==> config.mk <==
export PLATFORM = sky130hd
export DESIGN_NAME = prot_wr_seq
export DESIGN_NICKNAME = d
export VERILOG_FILES = /design/src/rtl/prot_wr_pkg.sv /design/src/rtl/prot_addr_dec.sv /design/src/rtl/prot_unlock.sv /design/src/rtl/prot_err_flag.sv /design/src/rtl/prot_wr_seq.sv
export SDC_FILE = /design/constraint.sdc
export NUM_CORES = 1
export LEC_CHECK = 0
export BUFFER_PORTS_ARGS = -buffer_cell sky130_fd_sc_hd__buf_2
export CAP_MARGIN = 20
export CELL_PAD_IN_SITES_DETAIL_PLACEMENT = 2
export CELL_PAD_IN_SITES_GLOBAL_PLACEMENT = 2
export CORE_MARGIN = 2
export CORE_UTILIZATION = 22
export DETAILED_ROUTE_END_ITERATION = 12
export HOLD_SLACK_MARGIN = 0.08
export MAX_ROUTING_LAYER = met4
export PLACE_DENSITY = 0.89
export SYNTH_ARGS = -nofsm -noshare
export SYNTH_HDL_FRONTEND = slang
export SYNTH_SLANG_ARGS = --single-unit
==> constraint.sdc <==
create_clock -name clk -period 1.4 [get_ports clk]
set_input_delay 0.07 -clock clk [delete_from_list [all_inputs] [get_ports clk]]
set_output_delay 0.07 -clock clk [all_outputs]
set_load 0.005 [all_outputs]
==> src/rtl/prot_wr_pkg.sv <==
package prot_wr_pkg;
  localparam int DATA_W  = 8;
  localparam int ERR_BIT = 4;

  typedef struct packed {
    logic cmd;
    logic sts;
    logic prot_any;
  } dec_t;
endpackage

==> src/rtl/prot_addr_dec.sv <==
module prot_addr_dec
  import prot_wr_pkg::*;
#(
  parameter int AW = 8,
  parameter int NPROT = 4,
  parameter logic [AW-1:0] CMD_ADDR = 8'h70,
  parameter logic [AW-1:0] STS_ADDR = 8'h78,
  parameter logic [NPROT*AW-1:0] PROT_ADDRS = 32'h13121110
) (
  input  logic [AW-1:0]    addr,
  output logic [NPROT-1:0] prot_hit,
  output dec_t             dec
);
  // One comparator per guarded address
  for (genvar i = 0; i < NPROT; i++) begin : g_cmp
    assign prot_hit[i] = (addr == PROT_ADDRS[i*AW +: AW]);
  end

  always_comb begin
    dec.cmd      = (addr == CMD_ADDR);
    dec.sts      = (addr == STS_ADDR);
    dec.prot_any = |prot_hit;
  end
endmodule

==> src/rtl/prot_unlock.sv <==
module prot_unlock (
  input  logic clk,
  input  logic rst,
  input  logic wr,
  input  logic cmd_hit,
  input  logic prot_any,
  output logic armed,
  output logic violation
);
  // A store breaks the rule when a guarded target meets a locked block,
  // or when an armed block sees a store to anything unguarded.
  always_comb begin
    violation = 1'b0;
    if (wr) begin
      if (armed) violation = !prot_any;
      else       violation = prot_any;
    end
  end

  // Every store consumes the unlock; an unlock store re-arms.
  always_ff @(posedge clk) begin
    if (rst)     armed <= 1'b0;
    else if (wr) armed <= cmd_hit;
  end

  p_arm_on_cmd_r2: assert property (@(posedge clk) disable iff (rst)
    (wr && cmd_hit) |=> armed);
  p_consume_r10: assert property (@(posedge clk) disable iff (rst)
    (wr && !cmd_hit) |=> !armed);
  p_read_keeps_r9: assert property (@(posedge clk) disable iff (rst)
    !wr |=> $stable(armed));
endmodule

==> src/rtl/prot_err_flag.sv <==
module prot_err_flag (
  input  logic clk,
  input  logic rst,
  input  logic wr,
  input  logic sts_hit,
  input  logic mask_bit,
  input  logic data_bit,
  input  logic violation,
  output logic err
);
  logic clr_req;
  assign clr_req = wr && sts_hit && mask_bit && !data_bit;

  // A violation wins over a clear made in the same store.
  always_ff @(posedge clk) begin
    if (rst)            err <= 1'b0;
    else if (violation) err <= 1'b1;
    else if (clr_req)   err <= 1'b0;
  end

  p_set_on_violation_r3: assert property (@(posedge clk) disable iff (rst)
    violation |=> err);
  p_clear_r7: assert property (@(posedge clk) disable iff (rst)
    (clr_req && !violation) |=> !err);
  p_sticky_r11: assert property (@(posedge clk) disable iff (rst)
    (err && !clr_req) |=> err);
endmodule

==> src/rtl/prot_wr_seq.sv <==
module prot_wr_seq
  import prot_wr_pkg::*;
#(
  parameter int AW = 8,
  parameter int NPROT = 4,
  parameter logic [AW-1:0] CMD_ADDR = 8'h70,
  parameter logic [AW-1:0] STS_ADDR = 8'h78,
  parameter logic [NPROT*AW-1:0] PROT_ADDRS = 32'h13121110
) (
  input  logic              clk,
  input  logic              rst,
  input  logic [AW-1:0]     bus_addr,
  input  logic              bus_wr,
  input  logic              bus_rd,
  input  logic [DATA_W-1:0] bus_wdata,
  input  logic [DATA_W-1:0] bus_wmask,
  output logic [DATA_W-1:0] bus_rdata,
  output logic [NPROT-1:0]  prot_we,
  output logic [DATA_W-1:0] prot_wdata,
  output logic [DATA_W-1:0] prot_wmask,
  output logic              prot_err
);
  logic [NPROT-1:0] prot_hit;
  dec_t             dec;
  logic             armed;
  logic             violation;

  prot_addr_dec #(
    .AW(AW), .NPROT(NPROT), .CMD_ADDR(CMD_ADDR),
    .STS_ADDR(STS_ADDR), .PROT_ADDRS(PROT_ADDRS)
  ) u_dec (
    .addr(bus_addr), .prot_hit(prot_hit), .dec(dec)
  );

  prot_unlock u_unlock (
    .clk(clk), .rst(rst), .wr(bus_wr), .cmd_hit(dec.cmd),
    .prot_any(dec.prot_any), .armed(armed), .violation(violation)
  );

  prot_err_flag u_err (
    .clk(clk), .rst(rst), .wr(bus_wr), .sts_hit(dec.sts),
    .mask_bit(bus_wmask[ERR_BIT]), .data_bit(bus_wdata[ERR_BIT]),
    .violation(violation), .err(prot_err)
  );

  // Guarded write path: enable only for an armed store.
  always_ff @(posedge clk) begin
    if (rst) begin
      prot_we    <= '0;
      prot_wdata <= '0;
      prot_wmask <= '0;
    end else begin
      prot_we <= (bus_wr && armed) ? prot_hit : '0;
      if (bus_wr && armed && dec.prot_any) begin
        prot_wdata <= bus_wdata;
        prot_wmask <= bus_wmask;
      end
    end
  end

  // Read path: status shows the flag at its bit; everything else reads 0.
  always_ff @(posedge clk) begin
    if (rst) begin
      bus_rdata <= '0;
    end else if (bus_rd && dec.sts) begin
      bus_rdata <= '0;
      bus_rdata[ERR_BIT] <= prot_err;
    end else begin
      bus_rdata <= '0;
    end
  end

  p_we_onehot_r2: assert property (@(posedge clk) disable iff (rst)
    $onehot0(prot_we));
  p_we_needs_unlock_r3: assert property (@(posedge clk) disable iff (rst)
    (prot_we != '0) |-> $past(armed && bus_wr));
  p_we_pulse_r2: assert property (@(posedge clk) disable iff (rst)
    !bus_wr |=> (prot_we == '0));
  p_sts_read_r8: assert property (@(posedge clk) disable iff (rst)
    (bus_rd && !bus_wr && dec.sts) |=> (bus_rdata == (DATA_W'(prot_err) << ERR_BIT)));
endmodule

==> results of run 1 <==
sequential cells by signal, indices dropped and copies added (netlist names):
signal and count:
bus_rdata 1, u_err.err 1, prot_wdata 8, prot_wmask 8
u_unlock.armed 1, prot_we 4
layer usage:
layer | global-route usage (%) | wire (µm)
met4 | 4.58 | 33
met3 | 0.872 | 115
met5 | - | 0
met2 | 24.0 | 1650
met1 | 16.3 | 1250
synthesized netlist by cell type, drive strengths merged, types with 2 or more instances:
| library cell | count | area share (%) |
|---|---|---|
| nand2 | 35 | 14 |
| dfxtp | 23 | 49 |
| a21oi | 17 | 11 |
| buf | 12 | 9.7 |
| nand4 | 3 | 2.0 |
| nor2 | 3 | 1.2 |
| nor4b | 3 | 2.8 |
| nor3 | 2 | 1.6 |
worst reg2reg max path, cell delays in order (launching register included):
cell and delay [ps]:
dfxtp_1 410, and4_1 200, buf_4 210, nand2_1 110, a21oi_2 140
report_power, final:
| part | total, mW | switching [mW] | internal, mW |
|---|---|---|---|
| Combinational | 0.126 | 0.0536 | 0.0722 |
| Clock | 0.414 | 0.215 | 0.198 |
| Sequential | 0.654 | 0.000180 | 0.654 |
cells by family (layout without fill, tap and decap cells):
kind of cell	count (synthesis)	in the layout
AND/OR/NAND/NOR	53	53
AO/OA/AOI/OAI	18	18
buffers and inverters	13	77
flip-flops	23	23
XOR/XNOR	1	1
other	1	7
per-stage QoR:
stage                     cell area, µm²  total power [mW]  setup slack, ps
after floorplan                      967             0.709              361
after global placement              1200             0.748              272
after detailed placement            1200             0.749              210
after CTS                           1450              1.21              112
after global routing                1450              1.26            -45.1
final                               1450              1.19             91.9
what timing repair did:
| item | in CTS | in global routing |
|---|---|---|
| hold buffers | 20 | 0 |
| endpoints found under the setup margin | 0 | 1 |
| hold endpoints to repair | 20 | 0 |
| setup buffers | 0 | 1 |
final timing paths:
path                                                     to  depth (start not counted)
worst min register to register   prot_wdata[5]$_SDFFE_PP0P_                          2
worst max-delay path            u_unlock.armed$_SDFFE_PP0P_                          6
worst max register to register   prot_wdata[4]$_SDFFE_PP0P_                          4
worst min-delay path                bus_rdata[4]$_SDFF_PP0_                          3
area by class of cell:
| class | instances | area (µm²) |
|---|---|---|
| fill | 472 | 2610 |
| timing repair buffer | 72 | 468 |
| multi-input combinational | 79 | 412 |
| sequential | 23 | 460 |
| clock buffer | 3 | 41.3 |
| clock inverter | 1 | 5.00 |
| inverter | 1 | 3.75 |
| tap | 50 | 62.6 |
==> results.py, run 1 <==
metrics = {
    "outcome": {
        "status": "finished, final reports clean",
    },
    "setup_path": {
        "cp.required_ps": 1590,
        "cp_max_fo": 5,
        "worst_setup_path_start_kind": "input port",
        "rrSetupSlack_ps": 280,
        "path_class": "in -> reg",
        "cp_slowest_cell": "dlygate4sd3_1",
        "slowest_delay_ps": 520,
        "cp-startpoint": "bus_addr[0]",
        "crit_family": "buffers and inverters",
        "end_kind": "flop",
        "crit_arrival_ps": 1500,
        "reg2reg_from": "u_unlock.armed$_SDFFE_PP0P_",
        "crit_buf_inv": 2,
        "path_cells": "dlygate4sd3_1 > buf_2 > nor2_1 > nand4_1 > or3_1 > a21oi_1",
    },
    "clock_network": {
        "clock_latency_ps": 260,
        "clkTransAtPathRegs_ps": 80,
        "cts_resized": 0,
        "cts_buffer_depth": 2,
        "root_buffer": "clkbuf_8",
        "cts_sinks": 23,
        "numCtsBuffers": 3,
        "cts_tree": "built",
        "htreeDepth": 1,
    },
    "yosys": {
        "yosys_most_used_dff": "dfxtp_1",
        "synth_area_per_cell_um2": 8.67,
        "synthAdderAreaFrac_pct": 0,
        "synth_compound_area_share_pct": 11.5,
        "synth-edff-count": 0,
        "synthXorXnorAreaFrac_pct": 0.927,
        "synth_top_family_by_area": "simple AND/OR/NAND/NOR gates",
        "yosysSeqAreaShare_pct": 48.7,
        "synth-simple-area-share_pct": 28.3,
        "synth-async-reset-ratio_pct": 0,
        "ys_seq_elements": 23,
        "ys.warnings.count": 0,
        "synth_mux_area_share_pct": 0,
        "synth_cell_types": 25,
        "synth.cell_area_um2": 945,
        "synthCells": 109,
    },
    "grt": {
        "grt_max_degree": 24,
        "grt_use_total_pct": 13.6,
        "overflow": 0,
        "grt_pass1_wl_mm": 5.21,
        "antenna_found_initial": 0,
        "grt_pass1_vias": 1075,
    },
    "floorplanning": {
        "dieWidth_um": 69.5,
        "num_rows": 23,
        "ioPinCount": 57,
        "die_y_um": 69.5,
        "dieArea_mm2": 0.00483,
        "initial_utilization_pct": 23.3,
        "coreArea_mm2": 0.00406,
    },
    "power": {
        "leakage_nw": 0.627,
        "p_per_area_mw_per_mm2": 821,
        "ir_drop_mv": 0.327,
    },
    "cells_and_area": {
        "final_common_cell": "buf_2",
        "area.growth.synth_to_final_pct": 53.8,
        "num_antenna_cells": 0,
        "layout-drive-gt1-share_pct": 34.6,
        "nets": 208,
        "final_util_pct": 35.8,
        "layout.cells.most_common_list": "buf_2 (49), nand2_1 (35), dfxtp_1 (23)",
        "fin_cells": 229,
    },
    "placed_design": {
        "gp_congestion": 0.760,
        "placed_cells": 204,
        "place_hpwl_mm": 2.03,
        "port_buffers": 49,
    },
    "timing": {
        "drv_slew": 0,
        "min_period_over_period_pct": 93.4,
        "finalHoldViolations": 0,
        "hold_slack_ps": 174,
        "fin_skew_ps": 3.58,
        "finalSetupViolCount": 0,
        "fmaxAchievable_ghz": 0.764,
        "fin_crit_ps": 1310,
        "fin_tns_setup_ps": 0,
    },
    "job": {
        "drv_cap": 0,
    },
    "drt": {
        "drc": 0,
        "post_drt_wl_per_cell_um": 13.3,
        "firstDrtPassIters": 3,
        "antenna_left": 0,
        "avgViaCountPerCell": 4.38,
        "drt-initial-drc-count": 22,
        "vias": 1004,
        "drt_wl_total_mm": 3.05,
    },
    "worst_hold_path": {
        "hp-class": "in -> reg",
        "min_from": "bus_addr[6]",
    },
}
(Power assumes the default switching activity.)
==> run 2, diff against run 1 <==
Settings changed: CTS_CLUSTER_SIZE from default to 14, MAX_ROUTING_LAYER met4 to default.
==> run 2 against run 1 <==
  * Sequential share of layout area unchanged
  * Non-clock buffer count unchanged
  * Largest power group unchanged
  * Highest routed layer unchanged
  * Die area did not move
  * Sequential power hardly changed
  * Design area did not move
  * Count of clock-buffer cells in the layout is the same
  * Critical path type unchanged
==> results.py, run 2 (same netlist as run 1, synthesis figures left out) <==
metrics = {
    "drt": {
        "antenna_left": 0,
        "drt-initial-drc-count": 25,
        "post_drt_wl_per_cell_um": 13.3,
        "drt_wl_total_mm": 3.05,
        "firstDrtPassIters": 3,
        "drc": 0,
        "avgViaCountPerCell": 4.37,
        "vias": 1000,
    },
    "placed_design": {
        "placed_cells": 204,
        "gp_congestion": 0.751,
        "port_buffers": 49,
        "place_ws_ps": 210,
        "place_hpwl_mm": 2.03,
    },
    "timing": {
        "drv_slew": 0,
        "finalSetupViolCount": 0,
        "fin_crit_ps": 1310,
        "fmaxAchievable_ghz": 0.765,
        "finalHoldViolations": 0,
        "setup_slack_ps": 92.0,
        "fin_skew_ps": 2.93,
        "hold_slack_ps": 175,
        "min_period_over_period_pct": 93.4,
    },
    "setup_path": {
        "worst_setup_path_start_kind": "input port",
        "crit_family": "buffers and inverters",
        "path_cells": "dlygate4sd3_1 > buf_2 > nor2_1 > nand4_1 > or3_1 > a21oi_1",
        "slowest_delay_ps": 520,
        "end_kind": "flop",
        "critical_path_depth": 6,
        "critical_path.endpoint": "u_unlock.armed$_SDFFE_PP0P_",
        "r2r_cells": 4,
        "path_class": "in -> reg",
        "crit_buf_inv": 2,
        "crit_arrival_ps": 1500,
        "reg2reg_from": "u_unlock.armed$_SDFFE_PP0P_",
        "timing.rr.end": "prot_wdata[4]$_SDFFE_PP0P_",
        "cp.required_ps": 1590,
        "cp_max_fo": 5,
        "cp_slowest_cell": "dlygate4sd3_1",
        "cp-startpoint": "bus_addr[0]",
        "rrSetupSlack_ps": 280,
    },
    "power": {
        "leakage_nw": 0.627,
        "ir_drop_mv": 0.326,
        "p_per_area_mw_per_mm2": 821,
        "finalPower_mw": 1.19,
    },
    "grt": {
        "grt_max_degree": 24,
        "grt_pass1_vias": 1074,
        "grt_use_total_pct": 13.2,
        "antenna_found_initial": 0,
        "grt_pass1_wl_mm": 5.21,
        "overflow": 0,
    },
    "cells_and_area": {
        "num_antenna_cells": 0,
        "layout-drive-gt1-share_pct": 34.6,
        "area.growth.synth_to_final_pct": 53.8,
        "layout.cells.most_common_list": "buf_2 (49), nand2_1 (35), dfxtp_1 (23)",
        "fin_cells": 229,
        "reg.largest.list": "prot_wdata: 8 flops, prot_wmask: 8 flops, prot_we: 4 flops",
        "nets": 208,
        "final_common_cell": "buf_2",
    },
    "clock_network": {
        "cts_resized": 0,
        "clock_latency_ps": 260,
        "root_buffer": "clkbuf_8",
        "clkTransAtPathRegs_ps": 80,
        "cts_sinks": 23,
        "cts_tree": "built",
        "numCtsBuffers": 3,
        "htreeDepth": 1,
        "cts_buffer_depth": 2,
    },
    "floorplanning": {
        "die_y_um": 69.5,
        "dieArea_mm2": 0.00483,
        "initial_utilization_pct": 23.3,
        "dieWidth_um": 69.5,
        "coreArea_mm2": 0.00406,
        "num_rows": 23,
        "ioPinCount": 57,
    },
    "outcome": {
        "status": "finished, final reports clean",
    },
    "worst_hold_path": {
        "hp-class": "in -> reg",
    },
    "job": {
        "drv_cap": 0,
    },
}
## run 2: cell counts in the layout (fill, tap and decap cells not counted)
Identical to the previous run, type by type.
## run 2: repair_timing
| action | in CTS | in global routing |
|---|---|---|
| hold endpoints to repair | 20 | 0 |
| hold buffers | 20 | 0 |
| endpoints found under the setup margin | 0 | 1 |
| setup buffers | 0 | 1 |
## run 2: routing by layer
| layer | up-vias | global-route usage, % | wire, µm |
|---|---|---|---|
| met5 | - | 0 | 0 |
| met4 | 0 | 4.58 | 35 |
| met3 | 2 | 1.02 | 118 |
| met2 | 30 | 24.0 | 1650 |
| met1 | 478 | 16.3 | 1250 |
| li1 | 490 | - | - |
## run 2: worst min path at each step
stage / end / start / cells past startpoint / slack (ps)
2_1_floorplan: prot_we[3]$_SDFF_PP0_ / rst / 1 / 150
3_3_place_gp: prot_we[1]$_SDFF_PP0_ / bus_addr[1] / 2 / 300
3_5_place_dp: prot_we[1]$_SDFF_PP0_ / bus_addr[1] / 2 / 300
4_1_cts: bus_rdata[4]$_SDFF_PP0_ / bus_addr[6] / 3 / 150
5_1_grt: bus_rdata[4]$_SDFF_PP0_ / bus_addr[6] / 3 / 180
6_report: bus_rdata[4]$_SDFF_PP0_ / bus_addr[6] / 3 / 170
## run 2: where the power goes
group	total, mW	leakage [nW]	internal [mW]	switching [mW]
combinational	0.126	0.417	0.0722	0.0536
clock	0.413	0.0255	0.198	0.215
sequential	0.654	0.185	0.654	0.000180
## run 2: tightest hold or removal path: stages
cell and delay (ps):
buf_2 120, nand4_1 140, nor3_1 70
## run 2: cell type report
class / instances / area, µm²
clock buffers: 3 / 41.3
clock inverters: 1 / 5.00
fillers: 472 / 2610
inverters: 1 / 3.75
multi-input cells: 79 / 412
flip-flops and latches: 23 / 460
well taps: 50 / 62.6
repair buffers: 72 / 468
## run 2: per-stage QoR
| stage | cell area (µm²) | setup TNS (ps) | utilization, % |
|---|---|---|---|
| after global routing | 1450 | -43.3 | 35.8 |
| after floorplan | 967 | 0 | - |
| final | 1450 | 0 | 35.8 |
| after CTS | 1450 | 0 | 35.6 |
| after global placement | 1200 | 0 | 29.5 |
| after detailed placement | 1200 | 0 | 29.5 |
==> run 3, diff against run 2 <==
Settings changed: CELL_PAD_IN_SITES_DETAIL_PLACEMENT 2 to default, CELL_PAD_IN_SITES_GLOBAL_PLACEMENT 2 to default, CORE_UTILIZATION 22 to 41.
==> run 3 against run 2 <==
  * Combinational power fell by 3%
  * Non-clock buffer count fell by 1
  * First-iteration DRC count fell by 52%
  * Cell count fell by 10%
  * Utilization grew 28 points
  * Register-to-register slack barely moved
  * Count of clock-buffer cells in the layout is the same
  * Power fell by 9.7%
  * Sequential power hardly changed
==> results.py, run 3 (same netlist as run 1, synthesis figures left out) <==
metrics = {
    "cells_and_area": {
        "fillCellCount": 179,
        "stdcell_area_mm2": 0.00140,
        "num_antenna_cells": 0,
        "final_common_cell": "buf_2",
        "final_util_pct": 63.8,
        "layout.cells.most_common_list": "buf_2 (49), nand2_1 (35), dfxtp_1 (23)",
        "area.growth.synth_to_final_pct": 48.1,
        "layout-drive-gt1-share_pct": 34.3,
        "fin_cells": 206,
        "reg.largest.list": "prot_wdata: 8 flops, prot_wmask: 8 flops, prot_we: 4 flops",
        "nets": 207,
    },
    "clock_network": {
        "cts_resized": 0,
        "htreeDepth": 1,
        "clkTransAtPathRegs_ps": 110,
        "cts_buffer_depth": 2,
        "cts_tree": "built",
        "numCtsBuffers": 3,
        "root_buffer": "clkbuf_4",
        "cts_sinks": 23,
        "clock_latency_ps": 320,
    },
    "placed_design": {
        "placed_cells": 182,
        "place_hpwl_mm": 1.62,
        "post_dp_cell_area_mm2": 0.00117,
        "port_buffers": 49,
        "gp_congestion": 0.705,
    },
    "grt": {
        "grt_pass1_vias": 942,
        "grt_use_total_pct": 18.8,
        "grt_max_degree": 24,
        "grt_pass1_wl_mm": 3.77,
        "overflow": 0,
        "antenna_found_initial": 0,
    },
    "floorplanning": {
        "ioPinCount": 57,
        "dieArea_mm2": 0.00270,
        "coreArea_mm2": 0.00219,
        "initial_utilization_pct": 43.1,
        "dieWidth_um": 52,
        "num_rows": 17,
        "die_y_um": 52,
    },
    "setup_path": {
        "crit_buf_inv": 2,
        "path_class": "in -> reg",
        "slowest_delay_ps": 520,
        "worst_setup_path_start_kind": "input port",
        "path_cells": "dlygate4sd3_1 > buf_2 > nor2_1 > nand4_1 > or3_1 > a21oi_1",
        "cp_slowest_cell": "dlygate4sd3_1",
        "end_kind": "flop",
        "crit_family": "buffers and inverters",
        "cp_max_fo": 5,
        "cp.required_ps": 1640,
        "crit_arrival_ps": 1470,
    },
    "drt": {
        "vias": 988,
        "drt_wl_total_mm": 2.37,
        "firstDrtPassIters": 4,
        "avgViaCountPerCell": 4.80,
        "drc": 0,
        "drt-initial-drc-count": 12,
        "post_drt_wl_per_cell_um": 11.5,
        "antenna_left": 0,
    },
    "outcome": {
        "status": "finished, final reports clean",
    },
    "power": {
        "finalPower_mw": 1.08,
        "p_per_area_mw_per_mm2": 770,
        "ir_drop_mv": 0.486,
        "leakage_nw": 0.615,
    },
    "timing": {
        "drv_slew": 0,
        "rsz0062_at_grt": "false",
        "finalSetupViolCount": 0,
        "fin_crit_ps": 1230,
        "min_period_over_period_pct": 87.6,
        "fin_tns_setup_ps": 0,
        "finalHoldViolations": 0,
        "fmaxAchievable_ghz": 0.816,
        "fin_skew_ps": 15.1,
    },
    "job": {
        "drv_cap": 0,
    },
    "worst_hold_path": {
        "hp-class": "in -> reg",
    },
}
[run 3: changes by cell type in the layout (fill, tap and decap cells not counted)]
cell	delta
buf_4	-1
clkbuf_8	-3
clkbuf_4	+3
[run 3: final cells by class]
class / instances / area, µm² / area share [%]
clock inverter: 1 / 5.00 / 0.358
sequential: 23 / 460 / 32.9
inverter: 1 / 3.75 / 0.268
tap: 28 / 35.0 / 2.50
clock buffer: 3 / 22.5 / 1.61
multi-input combinational: 79 / 412 / 29.4
timing repair buffer: 71 / 460 / 32.9
[run 3: tightest hold or removal path, stage by stage]
cell and delay, ps:
buf_2 120, nand4_1 120, nor3_1 60
[run 3: metrics by stage]
stage,setup WS (ps),hold WS (ps)
after floorplan,361,146
after global placement,308,285
after detailed placement,230,293
after CTS,170,104
after global routing,62.5,106
final,174,104
[run 3: final timing paths]
kind	start	end	slack [ps]	cells past startpoint
setup / recovery	bus_addr[0]	u_unlock.armed$_SDFFE_PP0P_	170	6
hold / removal	bus_addr[6]	bus_rdata[4]$_SDFF_PP0_	100	3
setup reg to reg	u_unlock.armed$_SDFFE_PP0P_	prot_wmask[6]$_SDFFE_PP0P_	280	4
hold reg to reg	prot_wmask[1]$_SDFFE_PP0P_	prot_wmask[1]$_SDFFE_PP0P_	460	2
[run 3: what timing repair did]
action | CTS | global route
hold buffers | 20 | 0
setup buffers | 0 | 0
endpoints found under the hold margin | 21 | 0
[run 3: layer usage]
layer / vias up / global-route usage (%) / part of all wire [%]
met4: 0 / 12.3 / 3.3
met5: - / 0 / 0
met1: 445 / 18.8 / 39
met3: 10 / 3.45 / 5.9
met2: 42 / 34.8 / 52
li1: 491 / - / -
[run 3: power by group]
part	internal, mW	total (mW)	switching, mW	leakage (nW)
sequential	0.655	0.655	0.000174	0.185
clock	0.107	0.301	0.195	0.0177
combinational	0.0719	0.122	0.0497	0.412
total	0.833	1.08	0.244	0.615
